$ cat src/rtl/charfetch_pkg.sv
package charfetch_pkg;
  // strobes from control to datapath, all valid in the current cycle
  typedef struct packed {
    logic loadMat;    // window opens: matrix counter takes base
    logic evenStep;   // matrix read this cycle
    logic oddStep;    // glyph read this cycle
    logic lastGlyph;  // current glyph line is the last of the cell
    logic clearBase;  // field ends at this edge
  } fetchStrobes_t;

  localparam int GLYPH_W = 4;
endpackage

$ cat src/rtl/charfetch_ctrl.sv
module charfetch_ctrl
  import charfetch_pkg::*;
#(
  parameter int HC_W   = 8,
  parameter int VC_W   = 9,
  parameter int ROW_W  = 8,
  parameter int COLS_W = 7,
  parameter int ROWS_W = 6
) (
  input  logic                 clk,
  input  logic                 rstN,
  input  logic [HC_W-1:0]      hCount,
  input  logic [VC_W-1:0]      vCount,
  input  logic                 lineEnd,
  input  logic                 fieldEnd,
  input  logic [ROW_W-1:0]     firstRow,
  input  logic [COLS_W-1:0]    firstCol,
  input  logic [COLS_W-1:0]    numCols,
  input  logic [ROWS_W-1:0]    numRows,
  input  logic                 tallChars,
  output fetchStrobes_t        strb,
  output logic [GLYPH_W-1:0]   glyph,
  output logic                 columnActive
);
  localparam int CNT_W = COLS_W + 1;
  localparam int RCNT_W = ROWS_W + 1;
  localparam logic [GLYPH_W-1:0] SHORT_LAST = GLYPH_W'(7);
  localparam logic [GLYPH_W-1:0] TALL_LAST  = GLYPH_W'(15);

  logic [VC_W-1:0]   vPrev;
  logic              vLatch, hLatch;
  logic              lcRun;
  logic [1:0]        lcStep;
  logic [COLS_W-1:0] colsLat;
  logic [ROWS_W-1:0] rowsLat;
  logic              rowsValid;
  logic              fetchOn;
  logic [CNT_W-1:0]  colCnt;
  logic [RCNT_W-1:0] row;

  logic vSet, vNow, hit, start, lastG, runLast, rowOk;

  always_comb begin
    vSet    = (VC_W'(firstRow) == (vPrev >> 1));
    vNow    = vLatch | vSet;
    hit     = vNow && (HC_W'(firstCol) == hCount);
    start   = hit && !hLatch;
    lastG   = tallChars ? (glyph == TALL_LAST) : (glyph == SHORT_LAST);
    runLast = (colCnt == ({colsLat, 1'b0} - CNT_W'(1)));
    rowOk   = (row < RCNT_W'(rowsLat)) && (colsLat != '0);
  end

  always_comb begin
    strb.loadMat   = start;
    strb.evenStep  = fetchOn && !colCnt[0];
    strb.oddStep   = fetchOn && colCnt[0];
    strb.lastGlyph = lastG;
    strb.clearBase = fieldEnd;
  end

  assign columnActive = fetchOn;

  always_ff @(posedge clk) begin
    if (!rstN) begin
      vPrev     <= '0;
      vLatch    <= 1'b0;
      hLatch    <= 1'b0;
      lcRun     <= 1'b0;
      lcStep    <= '0;
      colsLat   <= '0;
      rowsLat   <= '0;
      rowsValid <= 1'b0;
      fetchOn   <= 1'b0;
      colCnt    <= '0;
      row       <= '0;
      glyph     <= '0;
    end else begin
      vPrev  <= vCount;
      vLatch <= vNow;
      hLatch <= hLatch | hit;

      // fetch run progress
      if (fetchOn) begin
        colCnt <= colCnt + CNT_W'(1);
        if (runLast) fetchOn <= 1'b0;
      end

      // sampling sequence after the window opens
      if (start) begin
        lcRun  <= 1'b1;
        lcStep <= 2'd1;
      end else if (lcRun) begin
        case (lcStep)
          2'd1: begin
            colsLat <= numCols;
            lcStep  <= 2'd2;
          end
          2'd2: begin
            if (!rowsValid) begin
              rowsLat   <= numRows;
              rowsValid <= 1'b1;
            end
            lcStep <= 2'd3;
          end
          default: begin
            fetchOn <= rowOk;
            colCnt  <= '0;
            lcRun   <= 1'b0;
          end
        endcase
      end

      // end of line
      if (lineEnd) begin
        hLatch  <= 1'b0;
        lcRun   <= 1'b0;
        fetchOn <= 1'b0;
        if (hLatch || hit) begin
          if (lastG) begin
            glyph <= '0;
            row   <= row + RCNT_W'(1);
          end else begin
            glyph <= glyph + GLYPH_W'(1);
          end
        end
      end

      // end of field overrides line effects
      if (fieldEnd) begin
        vLatch    <= 1'b0;
        rowsValid <= 1'b0;
        row       <= '0;
        glyph     <= '0;
      end
    end
  end
endmodule

$ cat src/rtl/charfetch_datapath.sv
module charfetch_datapath
  import charfetch_pkg::*;
#(
  parameter int ADDR_W = 14,
  parameter int CODE_W = 8,
  parameter int CLR_W  = 4,
  parameter logic [ADDR_W-1:0] IDLE_ADDR = ADDR_W'(28)
) (
  input  logic               clk,
  input  logic               rstN,
  input  fetchStrobes_t      strb,
  input  logic               tallChars,
  input  logic [GLYPH_W-1:0] glyph,
  input  logic [ADDR_W-1:0]  matrixBase,
  input  logic [ADDR_W-1:0]  charBase,
  input  logic [CODE_W-1:0]  fetchData,
  input  logic [CLR_W-1:0]   colourData,
  output logic [ADDR_W-1:0]  fetchAddr,
  output logic [CODE_W-1:0]  charCode,
  output logic [CLR_W-1:0]   charColour
);
  logic [ADDR_W-1:0] matCnt, baseCnt;
  logic [ADDR_W-1:0] matNext, glyphAddr, cellOfs;

  always_comb begin
    matNext   = matCnt + ADDR_W'(1);
    cellOfs   = tallChars ? (ADDR_W'(charCode) << 4) : (ADDR_W'(charCode) << 3);
    glyphAddr = charBase + cellOfs + ADDR_W'(glyph);
    if (strb.evenStep)     fetchAddr = matrixBase + matCnt;
    else if (strb.oddStep) fetchAddr = glyphAddr;
    else                   fetchAddr = IDLE_ADDR;
  end

  always_ff @(posedge clk) begin
    if (!rstN) begin
      matCnt     <= '0;
      baseCnt    <= '0;
      charCode   <= '0;
      charColour <= '0;
    end else begin
      if (strb.loadMat) matCnt <= baseCnt;
      else if (strb.evenStep) matCnt <= matNext;

      if (strb.evenStep) begin
        charCode   <= fetchData;
        charColour <= colourData;
      end

      if (strb.clearBase) baseCnt <= '0;
      else if (strb.evenStep && strb.lastGlyph) baseCnt <= matNext;
    end
  end
endmodule

$ cat src/rtl/charfetch_seq.sv
module charfetch_seq
  import charfetch_pkg::*;
#(
  parameter int HC_W   = 8,
  parameter int VC_W   = 9,
  parameter int ROW_W  = 8,
  parameter int COLS_W = 7,
  parameter int ROWS_W = 6,
  parameter int ADDR_W = 14,
  parameter int CODE_W = 8,
  parameter int CLR_W  = 4
) (
  input  logic              clk,
  input  logic              rstN,
  input  logic [HC_W-1:0]   hCount,
  input  logic [VC_W-1:0]   vCount,
  input  logic              lineEnd,
  input  logic              fieldEnd,
  input  logic [ROW_W-1:0]  firstRow,
  input  logic [COLS_W-1:0] firstCol,
  input  logic [COLS_W-1:0] numCols,
  input  logic [ROWS_W-1:0] numRows,
  input  logic              tallChars,
  input  logic [ADDR_W-1:0] matrixBase,
  input  logic [ADDR_W-1:0] charBase,
  input  logic [CODE_W-1:0] fetchData,
  input  logic [CLR_W-1:0]  colourData,
  output logic [ADDR_W-1:0] fetchAddr,
  output logic [CODE_W-1:0] charCode,
  output logic [CLR_W-1:0]  charColour,
  output logic              columnActive
);
  fetchStrobes_t      strb;
  logic [GLYPH_W-1:0] glyph;

  charfetch_ctrl #(
    .HC_W(HC_W), .VC_W(VC_W), .ROW_W(ROW_W), .COLS_W(COLS_W), .ROWS_W(ROWS_W)
  ) u_ctrl (
    .clk(clk), .rstN(rstN), .hCount(hCount), .vCount(vCount),
    .lineEnd(lineEnd), .fieldEnd(fieldEnd), .firstRow(firstRow),
    .firstCol(firstCol), .numCols(numCols), .numRows(numRows),
    .tallChars(tallChars), .strb(strb), .glyph(glyph),
    .columnActive(columnActive)
  );

  charfetch_datapath #(
    .ADDR_W(ADDR_W), .CODE_W(CODE_W), .CLR_W(CLR_W)
  ) u_dp (
    .clk(clk), .rstN(rstN), .strb(strb), .tallChars(tallChars),
    .glyph(glyph), .matrixBase(matrixBase), .charBase(charBase),
    .fetchData(fetchData), .colourData(colourData),
    .fetchAddr(fetchAddr), .charCode(charCode), .charColour(charColour)
  );
endmodule

$ cat config.mk
export PLATFORM = sky130hd
export DESIGN_NAME = charfetch_seq
export DESIGN_NICKNAME = d
export VERILOG_FILES = /design/src/rtl/charfetch_pkg.sv /design/src/rtl/charfetch_ctrl.sv /design/src/rtl/charfetch_datapath.sv /design/src/rtl/charfetch_seq.sv
export SDC_FILE = /design/constraint.sdc
export NUM_CORES = 1
export LEC_CHECK = 0
export BUFFER_PORTS_ARGS = -buffer_cell sky130_fd_sc_hd__buf_2
export CORE_UTILIZATION = 50
export CTS_BUF_LIST = sky130_fd_sc_hd__clkbuf_16
export DETAILED_ROUTE_END_ITERATION = 8
export MAX_ROUTING_LAYER = met4
export PLACE_DENSITY = 0.74
export REMOVE_ABC_BUFFERS = 1
export SLEW_MARGIN = 20
export SYNTH_ARGS = -nofsm -noshare
export SYNTH_HDL_FRONTEND = slang
export SYNTH_SLANG_ARGS = --single-unit
$ cat constraint.sdc
create_clock -name clk -period 3.1 [get_ports clk]
set_input_delay 0.155 -clock clk [delete_from_list [all_inputs] [get_ports clk]]
set_output_delay 0.155 -clock clk [all_outputs]
set_load 0.02 [all_outputs]
# Word level (Yosys, flattened, before mapping)

Cells that the tools add are included.

Word-level logic and storage cells: 85
Input port bits: 90
Output and inout bits: 27
Register bits: 88

Equal/unequal tests: 7
Add/sub/neg operators: 8
Magnitude comparators: 1
Reduce and logical (&&, ||, !) cells: 25
Mux-type cells: 22
Bitwise operators: 5

Operator list:

| cell                                                                  | number |
|---|---|
| 14-bit 2-to-1 mux                                                     | 4 |
| 8-bit 2-to-1 mux                                                      | 4 |
| 14-bit adder                                                          | 2 |
| 8-bit equality test                                                   | 2 |
| 14-bit by 1-bit adder with 14-bit output, second input constant       | 1 |
| 14-bit by 4-bit adder with 14-bit output                              | 1 |
| 12-bit 2-to-1 mux                                                     | 1 |
| 1-bit 2-to-1 mux                                                      | 11 |
| 3-bit AND reduction                                                   | 3 |
| 8-bit by 1-bit adder with 8-bit output, second input constant         | 1 |
| 7-bit by 8-bit equality test with 1-bit output                        | 1 |
| 2-bit OR reduction                                                    | 4 |
| 8-bit by 1-bit subtractor with 8-bit output, second input constant    | 1 |
| 7-bit by 1-bit adder with 7-bit output, second input constant         | 1 |
| 7-bit by 6-bit < comparator with 1-bit output                         | 1 |
| 7-bit nonzero test                                                    | 1 |
| 1-bit logical AND                                                     | 6 |
| 2-bit AND reduction                                                   | 3 |
| 2-bit nonzero test                                                    | 3 |
| 4-bit by 1-bit adder with 4-bit output, second input constant         | 1 |
| 4-bit by 3-bit equality test with 1-bit output, second input constant | 1 |
| 4-bit equality test, second input constant                            | 1 |
| 4-bit 2-to-1 mux                                                      | 1 |
| 2-bit case mux with 2 select lines                                    | 1 |
| 8 further kinds                                                       | 12 |

# Depth between registers and ports, before layout

Word-level depth: 7
Mapped depth: 11
Gate-level depth less buffers: 10

# Cells and area by module

Synthesis repeated with hierarchy kept, for this count alone.

Cell total of the unflattened synthesis: 687
Area, all modules: 5839.4 µm²

Modules (own cells, without submodules):

| module             | cells each | seq. area each (µm²) | area each (µm²) | times used |
|---|---|---|---|---|
| charfetch_datapath | 405        | 800.8                | 3394.5          | 1 |
| charfetch_ctrl     | 282        | 940.9                | 2444.8          | 1 |

# Worst setup path before layout

Ideal clock, no wire load.

Path type: flip-flop to output port
Start point: register u_dp.charCode[0]
End point: output port fetchAddr[12]
Slack: 0.065 ns
Buffers on the path: 0
Stages on the path, launching flop included: 11
Arrival time: 2.880 ns
Data required time: 2.945 ns
Cells stage by stage: dfxtp_1 nand2b_1 fa_1 inv_1 ha_1 o21ai_0 o211ai_1 nand3_1 a21oi_1 xnor2_1 o311ai_0

Word-level cells in the longest chain between the ends: 5

Ends and longest elaborated chain:

| what                                     | line                     | RTL |
|---|---|---|
| start: declaration                       | charfetch_datapath.sv:19 | `output logic [CODE_W-1:0] charCode,` |
| start signal: assignment                 | charfetch_datapath.sv:45 | `charCode <= fetchData;` |
| 12-bit 2-to-1 mux                        | charfetch_datapath.sv:27 | `cellOfs = tallChars ? (ADDR_W'(charCode) << 4) : (ADDR_W'(charCode) << 3);` |
| 14-bit adder                             | charfetch_datapath.sv:28 | `glyphAddr = charBase + cellOfs + ADDR_W'(glyph);` |
| 14-bit by 4-bit adder with 14-bit output | charfetch_datapath.sv:28 |  |
| 14-bit 2-to-1 mux                        | charfetch_datapath.sv:30 | `else if (strb.oddStep) fetchAddr = glyphAddr;` |
| 14-bit 2-to-1 mux                        | charfetch_datapath.sv:29 | `if (strb.evenStep) fetchAddr = matrixBase + matCnt;` |
| end: declaration                         | charfetch_seq.sv:28      | `output logic [ADDR_W-1:0] fetchAddr,` |

Every way passes these cells.

# Worst setup path in the final report

Start point: register u_ctrl.glyph[3]
End point: output port fetchAddr[10]

Word-level cells in the longest chain between the ends: 3

Ends and longest elaborated chain:

| what                                     | line                     | RTL |
|---|---|---|
| start: declaration                       | charfetch_ctrl.sv:22     | `output logic [GLYPH_W-1:0] glyph,` |
| start signal: assignment                 | charfetch_ctrl.sv:123    | `glyph <= glyph + GLYPH_W'(1);` |
| 14-bit by 4-bit adder with 14-bit output | charfetch_datapath.sv:28 |  |
| 14-bit 2-to-1 mux                        | charfetch_datapath.sv:30 |  |
| 14-bit 2-to-1 mux                        | charfetch_datapath.sv:29 |  |

Every way passes these cells.

==> impl_metrics.ini <==
[yosys]
synth-seq-cells = 87
synthesis.instances = 677
synth_flop_cell = dfxtp_1
synth_area_mm2 = 0.00577
ys_warn_count = 0
synthArstFlopShare_pct = 0
ys_seq_area_share_pct = 30.2
yosysUniqueCellTypes = 65
syn_area_per_cell_um2 = 8.53
synth_edf_count = 0

[timing]
skew_ns = 0.00706
drv_slew = 0
hold_slack_ns = 0.00452
min_period_ns = 2.95
fin_setup_tns_ns = 0
period_share_pct = 95.2
hold_violations = 0
setup_viol = 0
relSlewSlack_pct = 46.8
max_freq_mhz = 339
tightest_slew_ns = 0.798

[die]
design.core.area_mm2 = 0.0110
die_h_um = 109
initial_core_util_pct = 52.3
dieArea_mm2 = 0.0120
floorplan.rows = 38
pin_count = 117
die_width_um = 109

[finish]
drive_gt1_share_pct = 23.0
final_cell_mix = buf_2, dfxtp_1, nor2_1
final_common_cell = buf_2
postLayoutCoreUtil_pct = 62.3
area_growth_pct = 19.0
multi_input_area_mm2 = 0.00384
diodes = 0
final_nets = 930
num-fill-cells = 972
ff_latch_area_mm2 = 0.00175
fin_area_mm2 = 0.00687

[run]
maxCapViolations = 0

[placed_design]
dpl_cell_area_mm2 = 0.00647
io_buffers = 115
dp_hpwl_um = 9940
globalplace.congestion = 0.845

[grt]
use_met3_pct = 4.98
grt_max_degree = 37
track_usage_pct = 24.0
grt_pass1_vias = 4856
grt_most_used_layer = met2
overflow = 0
antenna_found_initial = 0
grt_pass1_wl_um = 22000
met2_usage_pct = 38.5
grt_use_met1_pct = 29.9

[worst_setup_path]
path_common_cell = inv_1
cpPeakStageDelay_ns = 0.50
cp_max_fo = 4
worstSetupPathType = reg -> out
start_kind = flop
slowest_stage = fa_1
crit_required_ns = 2.94
crit_chain = inv_1 > fa_1 > inv_1 > ha_4 > a211oi_2 > o211ai_1 > buf_4 > a41oi_1 > xnor2_1 > nand2_1 > o21ai_0 > buf_2
crit_arrival_ns = 2.80
worstSetupEndpointType = output pin

[route]
drc = 0
drt_pre_antenna_iters = 5
wirelength_um = 13500
vias = 5200
vias_per_cell = 5.59
wl_per_cell_um = 14.5
ant_nets = 0
drt-initial-drc-count = 175

[clock_tree]
numCtsBuffers = 9
clock_path_buffers = 2
clkTransAtPathRegs_ns = 0.07
clock_sinks = 87
root_buffer = clkbuf_16
htreeDepth = 3
clk_latency_ns = 0.35
cts_tree = built

[power_and_ir_drop]
p_per_area_mw_per_mm2 = 364
p_leak_uw = 0.00295
ir_drop_mv = 0.346
total_power_uw = 2500

[worst_hold_path]
hold_path_class = in -> reg

[run_status]
status = finished clean
-- path summary, 6_finish.rpt --
| path | start | end | slack, ns | cells past startpoint |
|---|---|---|---|---|
| setup / recovery | u_ctrl.glyph[3]$_SDFFE_PP0P_ | fetchAddr[10] | 0.15 | 12 |
| hold / removal | vCount[3] | u_ctrl.vPrev[3]$_SDFF_PN0_ | 0.005 | 2 |
| setup reg to reg | u_dp.matCnt[1]$_SDFFE_PN0P_ | u_dp.baseCnt[12]$_SDFFE_PP0P_ | 0.89 | 7 |
| hold reg to reg | u_ctrl.rowsValid$_SDFFE_PP0P_ | u_ctrl.rowsValid$_SDFFE_PP0P_ | 0.47 | 2 |
-- worst max-delay path, delay by kind of cell (launching register included) --
family | cells | cell delay [ns]
xor gates and xnor gates | 1 | 0.15
AOI/OAI and AO/OA | 4 | 0.71
adders and majority gates | 2 | 0.68
and+or+nand+nor | 1 | 0.06
buffers and inverters | 4 | 0.49
DFF | 1 | 0.35
-- cell usage after synthesis, types with 7 or more instances --
cell type	n	area share [%]
xnor2_1	36	5.5
inv_1	30	2.0
o211ai_1	7	0.91
or3_1	8	0.87
nand3_1	11	0.95
mux2_2	7	1.4
nand4_1	15	1.6
and2_1	11	1.2
ha_1	51	11
mux2i_1	29	5.0
nor3_1	10	0.87
o21ai_0	32	2.8
and3_1	8	0.87
a211oi_2	7	1.5
a211oi_1	17	2.2
nor2_1	75	4.9
clkbuf_1	18	1.2
dfxtp_1	87	30
nand2_1	59	3.8
xor2_1	34	5.2
a21o_1	8	1.0
a21oi_1	38	3.3
-- power by group --
group / total [uW] / switching (uW) / leakage, uW / internal, uW
combinational: 187 / 97.5 / 0.00209 / 89.5
clock: 1190 / 478 / 0.000159 / 709
sequential: 1130 / 2.40 / 0.000704 / 1120
-- flip-flops by register name (all words and copies together), names as in the netlist --
signal,count
u_dp.baseCnt,14
u_dp.matCnt,14
u_ctrl.colCnt,8
u_ctrl.vPrev,8
u_dp.charCode,8
u_ctrl.colsLat,7
u_ctrl.row,7
u_ctrl.rowsLat,6
u_ctrl.glyph,4
u_dp.charColour,4
u_ctrl.lcStep,2
u_ctrl.columnActive,1
u_ctrl.hLatch,1
u_ctrl.lcRun,1
u_ctrl.rowsValid,1
u_ctrl.vLatch,1
-- area by class of cell --
cell class | instances | share of cell area, %
Clock buffer | 9 | 3.28
Tap cell | 140 | 2.55
Timing Repair Buffer | 126 | 9.80
Multi-Input combinational cell | 532 | 56.0
Sequential cell | 87 | 25.4
Inverter | 30 | 1.64
Clock inverter | 7 | 1.37
-- layer usage --
layer | share of wire [%] | wire, um | vias up
li1 | - | - | 2633
met1 | 45 | 6110 | 2412
met2 | 48 | 6400 | 122
met3 | 4.6 | 619 | 33
met4 | 2.6 | 350 | 0
met5 | 0 | 0 | -
-- cells by family after synthesis --
logic type | after synthesis | synth area share [%]
flops | 87 | 30.2
fa+ha+maj | 54 | 12.1
mux | 36 | 6.39
compound gates | 148 | 17.6
buf+inv | 58 | 4.14
xor+xnor | 70 | 10.6
simple gates | 224 | 19.0
-- metrics by stage --
step	instances	worst slack, ns
floorplan	649	-0.198
global placement	911	0.0825
global route	931	-0.0137
detailed placement	911	0.0712
CTS	930	0.0147
finish	931	0.150
-- timing repair --
item	in CTS	in global routing
hold buffers	0	1
endpoints found under the hold margin	0	1
gates resized for setup	4	13
pin swaps	4	3
setup buffers	3	0
setup endpoints to repair	4	6
Power figures use the tool's default switching activity.
